**src/rtl/fes_pkg.sv**
```systemverilog
package fes_pkg;

   typedef enum logic [2:0] {
      ST_IDLE    = 3'd0,
      ST_ARM     = 3'd1,
      ST_SETUP   = 3'd2,
      ST_ERASE   = 3'd3,
      ST_HOLD    = 3'd4,
      ST_RECOVER = 3'd5
   } fes_state_e;

   function automatic int us_to_cycles(input int us, input int cyc_per_us);
      return us * cyc_per_us;
   endfunction

   function automatic int max2(input int a, input int b);
      return (a > b) ? a : b;
   endfunction

endpackage

```
**src/rtl/fes_delay_timer.sv**
```systemverilog
module fes_delay_timer #(
   parameter int CNT_W = 16
) (
   input  logic             clk,
   input  logic             rst,
   input  logic             load_i,
   input  logic [CNT_W-1:0] load_val_i,
   output logic             zero_o
);

   logic [CNT_W-1:0] cnt_q;

   always_ff @(posedge clk) begin
      if (rst) begin
         cnt_q <= '0;
      end else if (load_i) begin
         cnt_q <= load_val_i;
      end else if (cnt_q != '0) begin
         cnt_q <= cnt_q - 1'b1;
      end
   end

   assign zero_o = (cnt_q == '0);

   AST_TIMER_STEP: assert property (@(posedge clk) disable iff (rst)
      (!load_i && cnt_q != '0) |=> (cnt_q == $past(cnt_q) - 1'b1));

endmodule

```
**src/rtl/fes_page_latch.sv**
```systemverilog
module fes_page_latch #(
   parameter int ADDR_W = 16,
   parameter int OFF_W  = 7
) (
   input  logic              clk,
   input  logic              rst,
   input  logic              cap_i,
   input  logic [ADDR_W-1:0] addr_i,
   output logic [ADDR_W-1:0] page_o
);

   logic [ADDR_W-1:0] keep_mask;

   for (genvar b = 0; b < ADDR_W; b++) begin : g_mask
      if (b < OFF_W) begin : g_off
         assign keep_mask[b] = 1'b0;
      end else begin : g_page
         assign keep_mask[b] = 1'b1;
      end
   end

   always_ff @(posedge clk) begin
      if (rst) begin
         page_o <= '0;
      end else if (cap_i) begin
         page_o <= addr_i & keep_mask;
      end
   end

   AST_PAGE_HELD: assert property (@(posedge clk) disable iff (rst)
      !cap_i |=> $stable(page_o));

endmodule

```
**src/rtl/fes_access_guard.sv**
```systemverilog
module fes_access_guard (
   input  logic clk,
   input  logic rst,
   input  logic busy_i,
   input  logic cap_i,
   input  logic rd_en_i,
   input  logic wr_en_i,
   output logic err_o
);

   logic violation;

   assign violation = busy_i && (rd_en_i || (wr_en_i && !cap_i));

   always_ff @(posedge clk) begin
      if (rst) begin
         err_o <= 1'b0;
      end else if (violation) begin
         err_o <= 1'b1;
      end
   end

   AST_READ_FLAGS: assert property (@(posedge clk) disable iff (rst)
      (busy_i && rd_en_i) |=> err_o);
   AST_ERR_STICKY: assert property (@(posedge clk) disable iff (rst)
      err_o |=> err_o);

endmodule

```
**src/rtl/fes_seq_ctrl.sv**
```systemverilog
module fes_seq_ctrl
   import fes_pkg::*;
#(
   parameter int CNT_W        = 16,
   parameter int CYC_SETUP    = 10,
   parameter int CYC_ER_SHORT = 1000,
   parameter int CYC_ER_LONG  = 4000,
   parameter int CYC_HD_PAGE  = 5,
   parameter int CYC_HD_MASS  = 100,
   parameter int CYC_RECOVER  = 1
) (
   input  logic             clk,
   input  logic             rst,
   input  logic             start_i,
   input  logic             mass_i,
   input  logic             long_i,
   input  logic             prot_rd_i,
   input  logic             wr_en_i,
   input  logic             zero_i,
   output logic             load_o,
   output logic [CNT_W-1:0] load_val_o,
   output logic             cap_o,
   output logic             erase_o,
   output logic             mass_o,
   output logic             hven_o,
   output logic             busy_o,
   output logic             done_o,
   output logic             rd_ready_o
);

   fes_state_e state_q;
   logic       prot_seen_q;
   logic       mass_q;
   logic       long_q;
   logic       last_tick;

   assign cap_o     = (state_q == ST_ARM) && wr_en_i && prot_seen_q;
   assign last_tick = (state_q == ST_RECOVER) && zero_i;

   always_ff @(posedge clk) begin
      if (rst) begin
         state_q     <= ST_IDLE;
         prot_seen_q <= 1'b0;
         mass_q      <= 1'b0;
         long_q      <= 1'b0;
         done_o      <= 1'b0;
      end else begin
         done_o <= 1'b0;
         unique case (state_q)
            ST_IDLE: begin
               if (start_i) begin
                  state_q     <= ST_ARM;
                  mass_q      <= mass_i;
                  long_q      <= long_i;
                  prot_seen_q <= 1'b0;
               end
            end
            ST_ARM: begin
               if (prot_rd_i) prot_seen_q <= 1'b1;
               if (cap_o) state_q <= ST_SETUP;
            end
            ST_SETUP:   if (zero_i) state_q <= ST_ERASE;
            ST_ERASE:   if (zero_i) state_q <= ST_HOLD;
            ST_HOLD:    if (zero_i) state_q <= ST_RECOVER;
            ST_RECOVER: begin
               if (zero_i) begin
                  state_q <= ST_IDLE;
                  done_o  <= 1'b1;
               end
            end
            default: state_q <= ST_IDLE;
         endcase
      end
   end

   always_comb begin
      load_o     = 1'b0;
      load_val_o = '0;
      unique case (state_q)
         ST_ARM: if (cap_o) begin
            load_o     = 1'b1;
            load_val_o = CNT_W'(CYC_SETUP);
         end
         ST_SETUP: if (zero_i) begin
            load_o     = 1'b1;
            load_val_o = long_q ? CNT_W'(CYC_ER_LONG) : CNT_W'(CYC_ER_SHORT);
         end
         ST_ERASE: if (zero_i) begin
            load_o     = 1'b1;
            load_val_o = mass_q ? CNT_W'(CYC_HD_MASS) : CNT_W'(CYC_HD_PAGE);
         end
         ST_HOLD: if (zero_i) begin
            load_o     = 1'b1;
            load_val_o = CNT_W'(CYC_RECOVER);
         end
         default: ;
      endcase
   end

   assign busy_o     = (state_q != ST_IDLE);
   assign erase_o    = (state_q == ST_ARM) || (state_q == ST_SETUP) || (state_q == ST_ERASE);
   assign hven_o     = (state_q == ST_ERASE) || (state_q == ST_HOLD);
   assign mass_o     = busy_o && mass_q;
   assign rd_ready_o = !busy_o;

   AST_HV_NEEDS_ERASE: assert property (@(posedge clk) disable iff (rst)
      $rose(hven_o) |-> erase_o);
   AST_ERASE_DROPS_UNDER_HV: assert property (@(posedge clk) disable iff (rst)
      ($fell(erase_o) && !$past(rst)) |-> hven_o);
   AST_DONE_SINGLE: assert property (@(posedge clk) disable iff (rst)
      done_o |=> !done_o);
   AST_DONE_IDLE: assert property (@(posedge clk) disable iff (rst)
      done_o |-> (!busy_o && rd_ready_o));
   AST_START_IGNORED: assert property (@(posedge clk) disable iff (rst)
      (busy_o && !last_tick) |=> $stable(mass_o));

endmodule

```
**src/rtl/flash_erase_seq.sv**
```systemverilog
module flash_erase_seq
   import fes_pkg::*;
#(
   parameter int ADDR_W           = 16,
   parameter int PAGE_BYTES       = 128,
   parameter int CLK_PER_US       = 8,
   parameter int T_SETUP_US       = 10,
   parameter int T_ERASE_SHORT_US = 1000,
   parameter int T_ERASE_LONG_US  = 4000,
   parameter int T_HOLD_PAGE_US   = 5,
   parameter int T_HOLD_MASS_US   = 100,
   parameter int T_RECOVER_US     = 1
) (
   input  logic              clk,
   input  logic              rst,
   input  logic              start_i,
   input  logic              mass_i,
   input  logic              long_i,
   input  logic              prot_rd_i,
   input  logic              wr_en_i,
   input  logic [ADDR_W-1:0] wr_addr_i,
   input  logic              rd_en_i,
   output logic              erase_o,
   output logic              mass_o,
   output logic              hven_o,
   output logic [ADDR_W-1:0] page_addr_o,
   output logic              busy_o,
   output logic              done_o,
   output logic              err_o,
   output logic              rd_ready_o
);

   localparam int OFF_W        = $clog2(PAGE_BYTES);
   localparam int CYC_SETUP    = us_to_cycles(T_SETUP_US, CLK_PER_US);
   localparam int CYC_ER_SHORT = us_to_cycles(T_ERASE_SHORT_US, CLK_PER_US);
   localparam int CYC_ER_LONG  = us_to_cycles(T_ERASE_LONG_US, CLK_PER_US);
   localparam int CYC_HD_PAGE  = us_to_cycles(T_HOLD_PAGE_US, CLK_PER_US);
   localparam int CYC_HD_MASS  = us_to_cycles(T_HOLD_MASS_US, CLK_PER_US);
   localparam int CYC_RECOVER  = us_to_cycles(T_RECOVER_US, CLK_PER_US);
   localparam int CYC_MAX      = max2(max2(max2(CYC_SETUP, CYC_ER_SHORT), max2(CYC_ER_LONG, CYC_HD_PAGE)),
                                      max2(CYC_HD_MASS, CYC_RECOVER));
   localparam int CNT_W        = $clog2(CYC_MAX + 1);

   if (PAGE_BYTES < 2 || (PAGE_BYTES & (PAGE_BYTES - 1)) != 0) begin : g_chk_page
      $error("PAGE_BYTES must be a power of two of at least 2");
   end
   if (ADDR_W <= OFF_W) begin : g_chk_addr
      $error("ADDR_W must exceed the page offset width");
   end
   if (CLK_PER_US < 1) begin : g_chk_clk
      $error("CLK_PER_US must be at least 1");
   end
   if (T_ERASE_LONG_US < T_ERASE_SHORT_US) begin : g_chk_erase
      $error("long erase interval must not be shorter than the short one");
   end

   logic             tmr_load;
   logic [CNT_W-1:0] tmr_val;
   logic             tmr_zero;
   logic             cap;

   fes_seq_ctrl #(
      .CNT_W        (CNT_W),
      .CYC_SETUP    (CYC_SETUP),
      .CYC_ER_SHORT (CYC_ER_SHORT),
      .CYC_ER_LONG  (CYC_ER_LONG),
      .CYC_HD_PAGE  (CYC_HD_PAGE),
      .CYC_HD_MASS  (CYC_HD_MASS),
      .CYC_RECOVER  (CYC_RECOVER)
   ) u_ctrl (
      .clk        (clk),
      .rst        (rst),
      .start_i    (start_i),
      .mass_i     (mass_i),
      .long_i     (long_i),
      .prot_rd_i  (prot_rd_i),
      .wr_en_i    (wr_en_i),
      .zero_i     (tmr_zero),
      .load_o     (tmr_load),
      .load_val_o (tmr_val),
      .cap_o      (cap),
      .erase_o    (erase_o),
      .mass_o     (mass_o),
      .hven_o     (hven_o),
      .busy_o     (busy_o),
      .done_o     (done_o),
      .rd_ready_o (rd_ready_o)
   );

   fes_delay_timer #(.CNT_W(CNT_W)) u_timer (
      .clk        (clk),
      .rst        (rst),
      .load_i     (tmr_load),
      .load_val_i (tmr_val),
      .zero_o     (tmr_zero)
   );

   fes_page_latch #(.ADDR_W(ADDR_W), .OFF_W(OFF_W)) u_latch (
      .clk    (clk),
      .rst    (rst),
      .cap_i  (cap),
      .addr_i (wr_addr_i),
      .page_o (page_addr_o)
   );

   fes_access_guard u_guard (
      .clk     (clk),
      .rst     (rst),
      .busy_i  (busy_o),
      .cap_i   (cap),
      .rd_en_i (rd_en_i),
      .wr_en_i (wr_en_i),
      .err_o   (err_o)
   );

   AST_RESET_IDLE: assert property (@(posedge clk)
      rst |=> (!busy_o && !hven_o && !erase_o && !err_o));

endmodule

```
**config.mk**
```make
export PLATFORM = sky130hd
export DESIGN_NAME = flash_erase_seq
export DESIGN_NICKNAME = d
export VERILOG_FILES = /design/src/rtl/fes_pkg.sv /design/src/rtl/fes_delay_timer.sv /design/src/rtl/fes_page_latch.sv /design/src/rtl/fes_access_guard.sv /design/src/rtl/fes_seq_ctrl.sv /design/src/rtl/flash_erase_seq.sv
export SDC_FILE = /design/constraint.sdc
export NUM_CORES = 1
export LEC_CHECK = 0
export BUFFER_PORTS_ARGS = -buffer_cell sky130_fd_sc_hd__buf_2
export CORE_ASPECT_RATIO = 1.25
export CORE_MARGIN = 1.5
export CORE_UTILIZATION = 51
export DETAILED_ROUTE_END_ITERATION = 8
export GPL_TIMING_DRIVEN = 0
export HOLD_SLACK_MARGIN = 0.1
export PLACE_DENSITY = 0.89
export SETUP_SLACK_MARGIN = 0.02
export SYNTH_ARGS = -nofsm -noshare
export SYNTH_HDL_FRONTEND = slang
export SYNTH_SLANG_ARGS = --single-unit
```
**constraint.sdc**
```tcl
create_clock -name clk -period 2.5 [get_ports clk]
set_clock_uncertainty 0.15 [all_clocks]
set_input_delay 0.5 -clock clk [delete_from_list [all_inputs] [get_ports clk]]
set_output_delay 0.5 -clock clk [all_outputs]
set_load 0.005 [all_outputs]
```
==> results of run 1 <==
==> metrics by stage <==
| stage | std cells | setup slack, ns | instance area [um2] |
|---|---|---|---|
| detailed placement | 278 | 0.520 | 1920 |
| CTS | 286 | 0.225 | 2050 |
| global placement | 278 | 0.506 | 1920 |
| global route | 286 | 0.0902 | 2050 |
| finish | 286 | 0.221 | 2050 |
| floorplan | 209 | 0.685 | 1710 |
==> cell type report <==
class / instances / area [um2] / share of cell area
inverters: 4 / 15.0 / 0.00734
flip-flops and latches: 32 / 641 / 0.313
repair buffers: 32 / 160 / 0.0783
well taps: 37 / 46.3 / 0.0226
clock buffers: 7 / 96.3 / 0.0471
multi-input cells: 156 / 950 / 0.464
plain buffers: 17 / 108 / 0.0526
clock inverters: 1 / 30.0 / 0.0147
==> critical path, delay by kind of cell (launching register included) <==
kind / cells / cell delay, ns
buffers and inverters: 3 / 0.41
flip-flops: 1 / 0.31
AND/OR/NAND/NOR: 2 / 0.62
==> metal layers <==
| layer | share of wire | up-vias |
|---|---|---|
| met2 | 0.52 | 42 |
| met3 | 0.037 | 10 |
| met5 | 0 | - |
| met4 | 0.023 | 0 |
| met1 | 0.42 | 704 |
| li1 | - | 773 |
==> registers in the layout (all words and copies together), names as in the netlist <==
signal	count
u_ctrl.done_o	1
u_guard.err_o	1
u_ctrl.prot_seen_q	1
u_ctrl.mass_q	1
u_ctrl.state_q	3
u_ctrl.long_q	1
u_timer.cnt_q	15
u_latch.page_o	9
==> final timing paths <==
path                                   startpoint                         endpoint  slack, ns  cells after the start
setup / recovery   u_ctrl.state_q[2]$_SDFFE_PP0P_                           mass_o       0.22                      5
hold / removal                       wr_addr_i[9]   u_latch.page_o[9]$_SDFFE_PP0P_       0.30                      3
setup reg to reg    u_timer.cnt_q[0]$_SDFFE_PP0P_   u_timer.cnt_q[12]$_SDFFE_PP0P_       0.51                      7
hold reg to reg   u_latch.page_o[10]$_SDFFE_PP0P_  u_latch.page_o[10]$_SDFFE_PP0P_       0.30                      2
==> power breakdown <==
group | leakage [nW] | internal, mW | total, mW | switching (mW)
clock network | 0.0645 | 0.352 | 0.545 | 0.193
registers | 0.261 | 0.608 | 0.749 | 0.140
logic | 0.564 | 0.429 | 0.866 | 0.437
==> cell families after synthesis <==
group                      count (synthesis)  synth area share
buffers and inverters                     21            0.0725
xor gates and xnor gates                  13            0.0718
other                                      1           0.00222
and+or+nand+nor                           92             0.303
DFF                                       32             0.379
adders and majority gates                  2            0.0148
AOI/OAI and AO/OA                         42             0.156
==> synth_stat cells (3+ instances only) <==
cell      count
clkbuf_1      5
o21ai_1       5
nor2_1       17
nand2_1      33
dfxtp_1      32
xor2_1        7
and2_1        3
nor2b_1       3
xnor2_1       5
nand3_1      11
o21ai_0       3
nor3_1        5
buf_4         7
a21oi_1      19
inv_1         4
==> layout by cell type (no fill, tap or decap), drive strengths merged, types with 3 or more instances in the layout <==
master	netlist	final
o211ai	3	3
nor4	3	3
nor2b	3	3
xnor2	6	6
a21oi	19	19
nor3	8	8
and2	3	3
inv	4	4
buf	12	44
nand4	3	3
conb	1	7
nand3	11	11
dfxtp	32	32
xor2	7	7
nand2	33	33
nor2	17	17
o21ai	8	8
clkbuf	5	12
==> results.cfg, run 1 <==
[run_status]
status = completed

[timing]
fmax_mhz = 439
setup_violations = 0
setup_tns_ns = 0
whs_ns = 0.299
slew-limit-headroom = 0.636
period_minus_slack_ns = 2.28
grt_setup_unrepaired = no
worst_slew_pin_slew_ns = 0.542
fin_crit_sh = 0.912
finalHoldViolCount = 0
slew_viol_final = 0

[layout]
n_fill_cell = 261
fin_nets = 274
utilization = 0.640
drive_above_1_share = 0.257
synthToLayoutAreaGrowth_pct = 21.0
diodes = 0

[setup_path]
criticalPathCategory = reg2out
slowest_delay_ns = 0.44
worstPathRequired_ns = 1.85
worstPathMaxFanout = 10
cp.arrival_ns = 1.63
cp-start-kind = register
crit_chain = buf_2, nor3_1, inv_1, and2_1, buf_2
cpMostUsedCell = buf_2
slowest_stage = nor3_1
end_kind = primary output

[drt]
drc = 0
firstDrtPassIters = 4
drt-total-wl_mm = 3.67
first_iter_violations = 37
drt.antenna.violating_nets = 0
wl_per_cell_um = 12.8
via_per_inst = 5.35
vias = 1529

[global_routing]
gr-max-usage-layer = met2
grt_util_met3 = 0.0664
grt_pass1_vias = 1435
grtUsageMet1 = 0.280
grt_antenna_before_repair = 0
grt_max_degree = 11
track_usage = 0.237
overflow = 0
grt_pass1_wl_mm = 6.29
grt_use_met2 = 0.384

[placement]
numPortBuffers = 32
dpl.hpwl_mm = 2.74
place_congestion = 0.825

[clocking]
cts_tree = built
clkTransAtPathRegs_ns = 0.07
clk_latency_ns = 0.29
numCtsBuffers = 5
htree_levels = 2
cts_buffer_depth = 2
clock-sinks = 32
clock-root-buffer = clkbuf_8
post_cts_buffers = 0
cts_resized = 0
cts.hold.buffers_added = 0

[synthesis]
synthArstFlopShare = 0
yosys_warnings = 0
synth-edff-count = 0
synth_top_area_share = 0.379
syn_inst = 203
synthTopCellsByArea = dfxtp_1 (38%), nand2_1 (7.3%), a21oi_1 (5.6%)
synth.distinct_cells = 48
ys.flop_type = dfxtp_1
synth_seq_area_share = 0.379
yosys.area.top_type = dfxtp_1
synthesis.area_mm2 = 0.00169
ys_ff_latch = 32
synth_area_per_cell_um2 = 8.33

[floorplan]
die_w_um = 54.5
pin_count = 47
std_cell_rows = 23
die_h_um = 67.4
core_area_mm2 = 0.00319
dieArea_mm2 = 0.00367
initial_utilization = 0.529

[pwr]
peakVddDrop_uv = 636
p_leak_nw = 0.890
cellPowerDensity_mw_per_mm2 = 1060
total_power_mw = 2.16

[min_path]
hp-class = in2reg

[job]
maxCapViolations = 0
No activity file was read; power rests on OpenSTA's default activity.
==> inputs of run 2 (changes only) <==
Settings changed: CORE_MARGIN 1.5 to 5, RECOVER_POWER set to 100.
==> run 2 against run 1 <==
Net effect:
- clock-buffer cell count shrank 1
- power shrank 5.3%
- sequential power shrank 1%
- maximum frequency shrank 3.3%
- critical path depth is the same
- sequential share of layout area grew 0.99 points
- routed wire length grew 5.5%
- cell area shrank 3.1%
- core utilization shrank 2.0 points
- critical endpoint is now hven_o
- highest routed layer unchanged
==> results.cfg, run 2 (synthesis gave the netlist of run 1 again) <==
[run_status]
status = completed

[drt]
drt.antenna.violating_nets = 0
via_per_inst = 5.36
firstDrtPassIters = 4
drc = 0
drt-total-wl_mm = 3.87
first_iter_violations = 47
vias = 1533
wl_per_cell_um = 13.5

[layout]
final_area_mm2 = 0.00198
layout.cells.most_common = nand2_1
utilization = 0.621
drive_above_1_share = 0.193
layout_common_cells = nand2_1 (33), dfxtp_1 (32), buf_2 (24)
synthToLayoutAreaGrowth_pct = 17.3
largestRegisters = u_timer.cnt_q: 15 flops, u_latch.page_o: 9 flops, u_ctrl.state_q: 3 flops
top_register = u_timer.cnt_q
fin_nets = 274
diodes = 0
fin_cells = 286
largest_reg_flops = 15

[clocking]
numCtsBuffers = 5
cts.hold.buffers_added = 0
cts_tree = built
post_cts_buffers = 0
clock-sinks = 32
clkTransAtPathRegs_ns = 0.06
htree_levels = 2
clock-root-buffer = clkbuf_8
cts_buffer_depth = 2
clk_latency_ns = 0.29
cts_resized = 0

[global_routing]
grt_pass1_wl_mm = 6.48
track_usage = 0.189
overflow = 0
grt_antenna_before_repair = 0
grt_max_degree = 11
grt_pass1_vias = 1524

[placement]
dpl-instance-area_mm2 = 0.00192
dpl.hpwl_mm = 2.85
dp_cells = 278
numPortBuffers = 32
place_congestion = 0.816

[timing]
fmax_mhz = 424
setup_violations = 0
whs_ns = 0.297
setup_tns_ns = 0
slew-limit-headroom = 0.548
fin_crit_sh = 0.943
worst_slew_pin_slew_ns = 0.675
finalHoldViolCount = 0
grt_setup_unrepaired = no
slew_viol_final = 0
period_minus_slack_ns = 2.36

[setup_path]
worstPathMaxFanout = 10
worstPathRequired_ns = 1.85
cp.arrival_ns = 1.71
end_kind = primary output
cp-start-kind = register
criticalPathCategory = reg2out

[min_path]
hp-class = in2reg

[job]
maxCapViolations = 0

[floorplan]
std_cell_rows = 23
die_w_um = 61.5
initial_utilization = 0.529
core_area_mm2 = 0.00319
die_h_um = 74.4
pin_count = 47
dieArea_mm2 = 0.00457

[pwr]
peakVddDrop_uv = 598
p_leak_nw = 0.822
cellPowerDensity_mw_per_mm2 = 1030
[run 2: cell count changes in the layout (fill, tap and decap cells not counted), moves of 2 or more]
cell	previous run	this run
clkbuf_1	5	18
buf_2	34	24
buf_6	2	0
clkbuf_8	7	5
o21ai_0	3	5
o21ai_1	5	3
[run 2: cell type report]
class / count / area (um2)
Fill cell: 274 / 1210
Multi-Input combinational cell: 156 / 933
Sequential cell: 32 / 641
Timing Repair Buffer: 32 / 149
Buffer: 17 / 91.3
Clock buffer: 6 / 72.6
Tap cell: 37 / 46.3
Clock inverter: 2 / 35.0
Inverter: 4 / 15.0
[run 2: final timing paths]
kind / startpoint / to / slack, ns / cells after the start
setup / recovery: u_ctrl.state_q[1]$_SDFFE_PP0P_ / hven_o / 0.14 / 5
hold / removal: wr_addr_i[9] / u_latch.page_o[9]$_SDFFE_PP0P_ / 0.30 / 3
setup reg to reg: u_timer.cnt_q[0]$_SDFFE_PP0P_ / u_timer.cnt_q[11]$_SDFFE_PP0P_ / 0.24 / 6
hold reg to reg: u_latch.page_o[12]$_SDFFE_PP0P_ / u_latch.page_o[12]$_SDFFE_PP0P_ / 0.31 / 2
[run 2: power by group]
| part | leakage [nW] | switching (mW) | total, mW | internal, mW |
|---|---|---|---|---|
| sequential | 0.261 | 0.133 | 0.741 | 0.608 |
| clock | 0.0552 | 0.195 | 0.491 | 0.295 |
| combinational | 0.505 | 0.418 | 0.811 | 0.393 |
| total | 0.822 | 0.746 | 2.04 | 1.30 |
[run 2: through the flow]
step / worst slack (ns) / total power, mW
floorplan: 0.685 / 1.45
global placement: 0.501 / 1.58
detailed placement: 0.506 / 1.61
CTS: 0.271 / 2.10
global route: 0.0661 / 2.19
finish: 0.143 / 2.04
[run 2: routing by layer]
metal  vias to the layer above  global-route usage  share of wire
met2                        42               0.322           0.53
met1                       697               0.215           0.40
met3                        14              0.0451          0.043
li1                        780                   -              -
met4                         0              0.0920          0.027
met5                         -                   0              0
[run 2: critical path, stage by stage, from the launching register on]
cell and delay, ns:
dfxtp_1 0.37, clkbuf_1 0.33, nor2b_1 0.40, nand2_1 0.11, nand2_1 0.09, buf_2 0.11
